==> config.mk <==
export PLATFORM = sky130hd
export DESIGN_NAME = hash_csr_frontend
export DESIGN_NICKNAME = d
export VERILOG_FILES = /design/src/rtl/hcf_pkg.sv /design/src/rtl/hcf_algo_decode.sv /design/src/rtl/hcf_job_fsm.sv /design/src/rtl/hcf_regfile.sv /design/src/rtl/hash_csr_frontend.sv
export SDC_FILE = /design/constraint.sdc
export NUM_CORES = 1
export LEC_CHECK = 0
export BUFFER_PORTS_ARGS = -buffer_cell sky130_fd_sc_hd__buf_2
export CAP_MARGIN = 10
export CORE_MARGIN = 1.5
export CORE_UTILIZATION = 40
export CTS_CLUSTER_SIZE = 8
export DETAILED_ROUTE_END_ITERATION = 10
export PLACE_DENSITY = 0.66
export SKIP_LAST_GASP = 1
export SLEW_MARGIN = 20
export SYNTH_ARGS = -nofsm -noshare
export SYNTH_HDL_FRONTEND = slang
export SYNTH_SLANG_ARGS = --single-unit
==> constraint.sdc <==
create_clock -name clk -period 1.96 [get_ports clk]
set_input_delay 0 -clock clk [delete_from_list [all_inputs] [get_ports clk]]
set_output_delay 0 -clock clk [all_outputs]
set_load 0.05 [all_outputs]
==> src/rtl/hcf_pkg.sv <==
package hcf_pkg;

    typedef enum logic [2:0] {
        ALG_NONE   = 3'd0,
        ALG_SHA1   = 3'd1,
        ALG_SHA256 = 3'd2,
        ALG_SHA384 = 3'd3,
        ALG_SHA512 = 3'd4
    } hcf_algo_e;

    typedef enum logic [1:0] {
        ST_IDLE   = 2'd0,
        ST_LAUNCH = 2'd1,
        ST_WAIT   = 2'd2
    } hcf_state_e;

    // Register byte offsets
    localparam int unsigned OFS_STATUS = 32'h1C;
    localparam int unsigned OFS_SRC    = 32'h20;
    localparam int unsigned OFS_DIGEST = 32'h24;
    localparam int unsigned OFS_KEY    = 32'h28;
    localparam int unsigned OFS_LEN    = 32'h2C;
    localparam int unsigned OFS_CMD    = 32'h30;

    // Field positions
    localparam int unsigned STS_BUSY_BIT = 0;
    localparam int unsigned STS_DONE_BIT = 9;
    localparam int unsigned STS_OVF_BIT  = 23;
    localparam int unsigned CMD_BE_BIT   = 3;
    localparam int unsigned CMD_ACC_BIT  = 8;

endpackage

==> src/rtl/hcf_algo_decode.sv <==
module hcf_algo_decode
    import hcf_pkg::*;
(
    input  logic [3:0] alg_bits,   // command bits {10,6,5,4}
    output hcf_algo_e  algo
);
    always_comb begin
        unique case (alg_bits)
            4'b0010: algo = ALG_SHA1;
            4'b0101: algo = ALG_SHA256;
            4'b1110: algo = ALG_SHA384;
            4'b0110: algo = ALG_SHA512;
            default: algo = ALG_NONE;
        endcase
    end
endmodule

==> src/rtl/hcf_job_fsm.sv <==
module hcf_job_fsm
    import hcf_pkg::*;
(
    input  logic clk,
    input  logic rst_n,
    input  logic cmd_hit,
    input  logic algo_ok,
    input  logic job_done,
    output logic busy,
    output logic job_start,
    output logic done_set,
    output logic cmd_reject
);
    hcf_state_e state_q, state_d;

    always_ff @(posedge clk or negedge rst_n) begin
        if (!rst_n) state_q <= ST_IDLE;
        else        state_q <= state_d;
    end

    always_comb begin
        state_d = state_q;
        unique case (state_q)
            ST_IDLE:   if (cmd_hit && algo_ok) state_d = ST_LAUNCH;  // accept
            ST_LAUNCH: state_d = job_done ? ST_IDLE : ST_WAIT;       // finish / issue
            ST_WAIT:   if (job_done) state_d = ST_IDLE;              // finish
            default:   state_d = ST_IDLE;
        endcase
    end

    always_comb begin
        busy       = (state_q != ST_IDLE);
        job_start  = (state_q == ST_LAUNCH);
        done_set   = busy && job_done;
        cmd_reject = busy && cmd_hit;
    end
endmodule

==> src/rtl/hcf_regfile.sv <==
module hcf_regfile
    import hcf_pkg::*;
#(
    parameter int ADDR_W = 8,
    parameter int LEN_W  = 32
) (
    input  logic              clk,
    input  logic              rst_n,
    input  logic              bus_wr,
    input  logic [ADDR_W-1:0] bus_addr,
    input  logic [31:0]       bus_wdata,
    output logic [31:0]       bus_rdata,
    input  logic              busy,
    input  logic              done_set,
    input  logic              cmd_reject,
    output logic              cmd_hit,
    output logic [31:0]       src_q,
    output logic [31:0]       dig_q,
    output logic [31:0]       key_q,
    output logic [LEN_W-1:0]  len_q,
    output logic [3:0]        cmd_alg_bits,
    output logic              cmd_accum,
    output logic              cmd_be,
    output logic              done_flag,
    output logic              ovf_flag
);
    localparam logic [ADDR_W-1:0] A_STS = ADDR_W'(OFS_STATUS);
    localparam logic [ADDR_W-1:0] A_SRC = ADDR_W'(OFS_SRC);
    localparam logic [ADDR_W-1:0] A_DIG = ADDR_W'(OFS_DIGEST);
    localparam logic [ADDR_W-1:0] A_KEY = ADDR_W'(OFS_KEY);
    localparam logic [ADDR_W-1:0] A_LEN = ADDR_W'(OFS_LEN);
    localparam logic [ADDR_W-1:0] A_CMD = ADDR_W'(OFS_CMD);

    logic [31:0] cmd_q;
    logic        cfg_we;
    logic        sts_hit;

    assign cfg_we  = bus_wr && !busy;
    assign cmd_hit = bus_wr && (bus_addr == A_CMD);
    assign sts_hit = bus_wr && (bus_addr == A_STS);

    always_ff @(posedge clk or negedge rst_n) begin
        if (!rst_n) begin
            src_q <= '0;
            dig_q <= '0;
            key_q <= '0;
            len_q <= '0;
            cmd_q <= '0;
        end else if (cfg_we) begin
            if (bus_addr == A_SRC) src_q <= bus_wdata;
            if (bus_addr == A_DIG) dig_q <= bus_wdata;
            if (bus_addr == A_KEY) key_q <= bus_wdata;
            if (bus_addr == A_LEN) len_q <= bus_wdata[LEN_W-1:0];
            if (bus_addr == A_CMD) cmd_q <= bus_wdata;
        end
    end

    // Completion and overflow flags: a set event wins over a clearing write
    always_ff @(posedge clk or negedge rst_n) begin
        if (!rst_n) begin
            done_flag <= 1'b0;
            ovf_flag  <= 1'b0;
        end else begin
            if (done_set)                                done_flag <= 1'b1;
            else if (sts_hit && bus_wdata[STS_DONE_BIT]) done_flag <= 1'b0;
            if (cmd_reject)                              ovf_flag  <= 1'b1;
            else if (sts_hit && bus_wdata[STS_OVF_BIT])  ovf_flag  <= 1'b0;
        end
    end

    assign cmd_alg_bits = {cmd_q[10], cmd_q[6], cmd_q[5], cmd_q[4]};
    assign cmd_accum    = cmd_q[CMD_ACC_BIT];
    assign cmd_be       = cmd_q[CMD_BE_BIT];

    always_comb begin
        bus_rdata = '0;
        unique case (bus_addr)
            A_STS: begin
                bus_rdata[STS_BUSY_BIT] = busy;
                bus_rdata[STS_DONE_BIT] = done_flag;
                bus_rdata[STS_OVF_BIT]  = ovf_flag;
            end
            A_SRC:   bus_rdata = src_q;
            A_DIG:   bus_rdata = dig_q;
            A_KEY:   bus_rdata = key_q;
            A_LEN:   bus_rdata = 32'(len_q);
            A_CMD:   bus_rdata = cmd_q;
            default: bus_rdata = '0;
        endcase
    end
endmodule

==> src/rtl/hash_csr_frontend.sv <==
module hash_csr_frontend
    import hcf_pkg::*;
#(
    parameter int ADDR_W = 8,
    parameter int LEN_W  = 32
) (
    input  logic              clk,
    input  logic              rst_n,
    input  logic              bus_wr,
    input  logic [ADDR_W-1:0] bus_addr,
    input  logic [31:0]       bus_wdata,
    output logic [31:0]       bus_rdata,
    output logic              job_start,
    output logic [31:0]       job_src_addr,
    output logic [31:0]       job_digest_addr,
    output logic [31:0]       job_key_addr,
    output logic [LEN_W-1:0]  job_len,
    output logic [2:0]        job_algo,
    output logic              job_accum,
    output logic              job_big_endian,
    input  logic              job_done
);
    logic      busy, done_set, cmd_reject, cmd_hit;
    logic      done_flag, ovf_flag;
    logic [3:0] cmd_alg_bits;
    hcf_algo_e wr_algo, job_algo_e;
    logic      wr_algo_ok;

    // Decode the incoming command to decide acceptance
    hcf_algo_decode u_dec_wr (
        .alg_bits ({bus_wdata[10], bus_wdata[6], bus_wdata[5], bus_wdata[4]}),
        .algo     (wr_algo)
    );
    assign wr_algo_ok = (wr_algo != ALG_NONE);

    // Decode the stored command for the datapath
    hcf_algo_decode u_dec_job (
        .alg_bits (cmd_alg_bits),
        .algo     (job_algo_e)
    );
    assign job_algo = job_algo_e;

    hcf_job_fsm u_fsm (
        .clk        (clk),
        .rst_n      (rst_n),
        .cmd_hit    (cmd_hit),
        .algo_ok    (wr_algo_ok),
        .job_done   (job_done),
        .busy       (busy),
        .job_start  (job_start),
        .done_set   (done_set),
        .cmd_reject (cmd_reject)
    );

    hcf_regfile #(.ADDR_W(ADDR_W), .LEN_W(LEN_W)) u_regs (
        .clk          (clk),
        .rst_n        (rst_n),
        .bus_wr       (bus_wr),
        .bus_addr     (bus_addr),
        .bus_wdata    (bus_wdata),
        .bus_rdata    (bus_rdata),
        .busy         (busy),
        .done_set     (done_set),
        .cmd_reject   (cmd_reject),
        .cmd_hit      (cmd_hit),
        .src_q        (job_src_addr),
        .dig_q        (job_digest_addr),
        .key_q        (job_key_addr),
        .len_q        (job_len),
        .cmd_alg_bits (cmd_alg_bits),
        .cmd_accum    (job_accum),
        .cmd_be       (job_big_endian),
        .done_flag    (done_flag),
        .ovf_flag     (ovf_flag)
    );
endmodule

==> results_dict.tcl <==
set metrics [dict create \
    status "finished clean" \
    fin_ws_ns 0.0372 \
    rr_worst_depth 5 \
    final_cell_mix "205 x buf_2, 164 x dfrtp_1, 84 x mux2_2, 67 x mux2_4, 56 x a22oi_1" \
    synth_area_leaders "dfrtp_1 53%, mux2_4 13%, mux2_2 12%, a22oi_1 5.4%, o221ai_1 3.2%" \
    max-vdd-ir-drop_mv 0.550 \
    yosys.area_share.simple 0.0624 \
    min_to "u_fsm.state_q[0]" \
    synth_fa_ha_area_frac 0 \
    drive_gt1_frac 0.578 \
    clk_pin_slew_ns 0.06 \
    cap_violations 0 \
    wirelength_um 23300 \
    ios 210 \
    worst_pin_slew_ns 0.566 \
    synth_compound_area_frac 0.0951 \
    relSlewSlack 0.623 \
    hpwl_um 15600 \
    end_kind "output port" \
    rsz0062_at_grt "yes" \
    hold_slack_ns 0.109 \
    synth_top_area_frac 0.529 \
    critPathSlowestCell "mux4_2" \
    finish.utilization 0.545 \
    wl_per_cell_um 22.0 \
    synth_top_family_by_area "multiplexers" \
    syn_to_final_growth_pct 32.5 \
    async_flop_share 1.00 \
    leakagePower_nw 5.44 \
    vias 5905 \
    path_delay_family "multiplexers" \
    ys_types 42 \
    nets 829 \
    cts_root_buf "clkbuf_16" \
    met1_usage 0.308 \
    r2r-start "u_fsm.state_q[0]" \
    tritoncts.num_buffers 17 \
    crit_required_ns 1.96 \
    synth_top_area_cell "dfrtp_1" \
    portBuffers 209 \
    max_stage_delay_ns 0.45 \
    clockBufferDepth 2 \
    hold_violations 0 \
    grt-ovfl-total 0 \
    ctsHtreeMaxLevel 4 \
    clock.fmax_ghz 0.520 \
    p_per_area_nw_per_um2 804 \
    setup_violations 0 \
    antenna_found_initial 0 \
    critPathKind "flop to output port" \
    synthXorXnorAreaFrac 0.00226 \
    met3_usage 0.0525 \
    synth_mux_area_frac 0.276 \
    finalCriticalPeriod_ns 1.92 \
    gp_congestion 0.839 \
    cts.sinks 164 \
    post-place-ws_ns 0.230 \
    antenna_left 0 \
    synth_cells 526 \
    ys.flop_type "dfrtp_1" \
    final_area_um2 10300 \
    die_h_um 142 \
    cts_tree "built" \
    worstReg2RegEnd "u_regs.key_q[25]" \
    initial_core_util 0.411 \
    drcViolationCount 0 \
    setup_tns_ns 0 \
    critPathBufInv 1 \
    finalNonFillerCells 1058 \
    die_area_um2 20300 \
    grt_pass1_vias 6350 \
    die_w_um 142 \
    cp_cell_sequence "mux4_2, and3_1, a221o_1, buf_6" \
    dpl_cell_area_um2 9250 \
    diodes 0 \
    grtUsageTotal 0.234 \
    slew_viol_final 0 \
    syn_area_um2 7760 \
    rows 50 \
    synth_warnings 0 \
    via_per_inst 5.58 \
    period_share 0.981 \
    place_inst 984 \
    hold_path_depth 5 \
    ff2ff_setup_slack_ns 0.27 \
    synth_edf_count 0 \
    coreArea_um2 18900 \
    holdCritPathClass "input pin to flop" \
    syn_nets 570 \
    start_kind "flop" \
    min_from "bus_addr[0]" \
    finClkSkew_ns 0.00579 \
    detail_route.iter0.violations 348 \
    grt_use_met2 0.376 \
    path_max_fanout 2 \
    busiest_layer "met2" \
    arrival_ns 1.92 \
    clock_latency_ns 0.42 \
    fin_total_pwr_mw 8.27 \
    grt_pass1_wl_um 36000 \
    final_common_cell "buf_2" \
    grt_max_degree 57 \
    firstDrtPassIters 5 \
    synth-seq-cells 164 \
    synth-seq-area-share 0.529 \
    avgSynthCellArea_um2 14.8 \
]
cell usage after synthesis, drive strengths merged, types with 3 or more instances:
cell type,instances
a221o,3
a22oi,56
and3,3
buf,26
clkbuf,14
dfrtp,164
mux2,160
mux4,4
nand3,32
nand4,4
nor2b,3
nor3b,3
o221ai,28
layer usage:
metal	wire length (um)	share of wire
met5	0	0
met4	535	0.023
met3	1610	0.069
met2	11100	0.48
met1	10000	0.43
worst min-delay path, cell delays in order:
cell and delay (ns):
buf_2 0.13, nor4_4 0.05, buf_12 0.17, nand3_1 0.08, nor3_1 0.05
power by group:
part / leakage, nW / internal [mW] / total, mW / switching [mW]
Clock: 0.291 / 2.02 / 3.41 / 1.39
Sequential: 2.26 / 3.54 / 3.68 / 0.135
Combinational: 2.89 / 0.384 / 1.19 / 0.802
Total: 5.44 / 5.94 / 8.27 / 2.33
kinds of logic after synthesis:
| kind of cell | after synthesis |
|---|---|
| flip-flops | 164 |
| multiplexers | 164 |
| XOR/XNOR | 2 |
| AND/OR/NAND/NOR | 63 |
| AO/OA/AOI/OAI | 92 |
| buffers and inverters | 41 |
area by class of cell:
type / instances / area [um^2]
inverters: 1 / 3.75
clock buffers: 21 / 480
fillers: 1646 / 8600
flip-flops and latches: 164 / 4100
clock inverters: 11 / 124
well taps: 260 / 325
multi-input cells: 321 / 3490
repair buffers: 280 / 1760
registers in the layout, summed over array words and instances (netlist names):
name	flops
u_regs.done_flag	1
u_regs.dig_q	32
u_regs.key_q	32
u_regs.cmd_q	32
u_regs.ovf_flag	1
u_regs.src_q	32
u_regs.len_q	32
u_fsm.state_q	2
what timing repair did:
item / in CTS / in global routing
hold buffers: 37 / 0
pin swaps: 0 / 0
endpoints found under the hold margin: 218 / 0
resized for setup: 3 / 4
setup endpoints to repair: 3 / 3
buffers inserted: 2 / 3
worst max-delay path by stage:
| stage | startpoint | end | slack, ns | depth (start not counted) |
|---|---|---|---|---|
| after floorplan | bus_addr[3] | bus_rdata[2] | -0.06 | 6 |
| after global placement | bus_addr[2] | bus_rdata[17] | 0.27 | 6 |
| after detailed placement | bus_addr[2] | bus_rdata[17] | 0.23 | 6 |
| after CTS | u_regs.len_q[9] | bus_rdata[9] | 0.007 | 4 |
| after global routing | u_regs.dig_q[0] | bus_rdata[0] | -0.01 | 4 |
| final | u_regs.dig_q[9] | bus_rdata[9] | 0.04 | 4 |
Power figures use the tool's default switching activity.
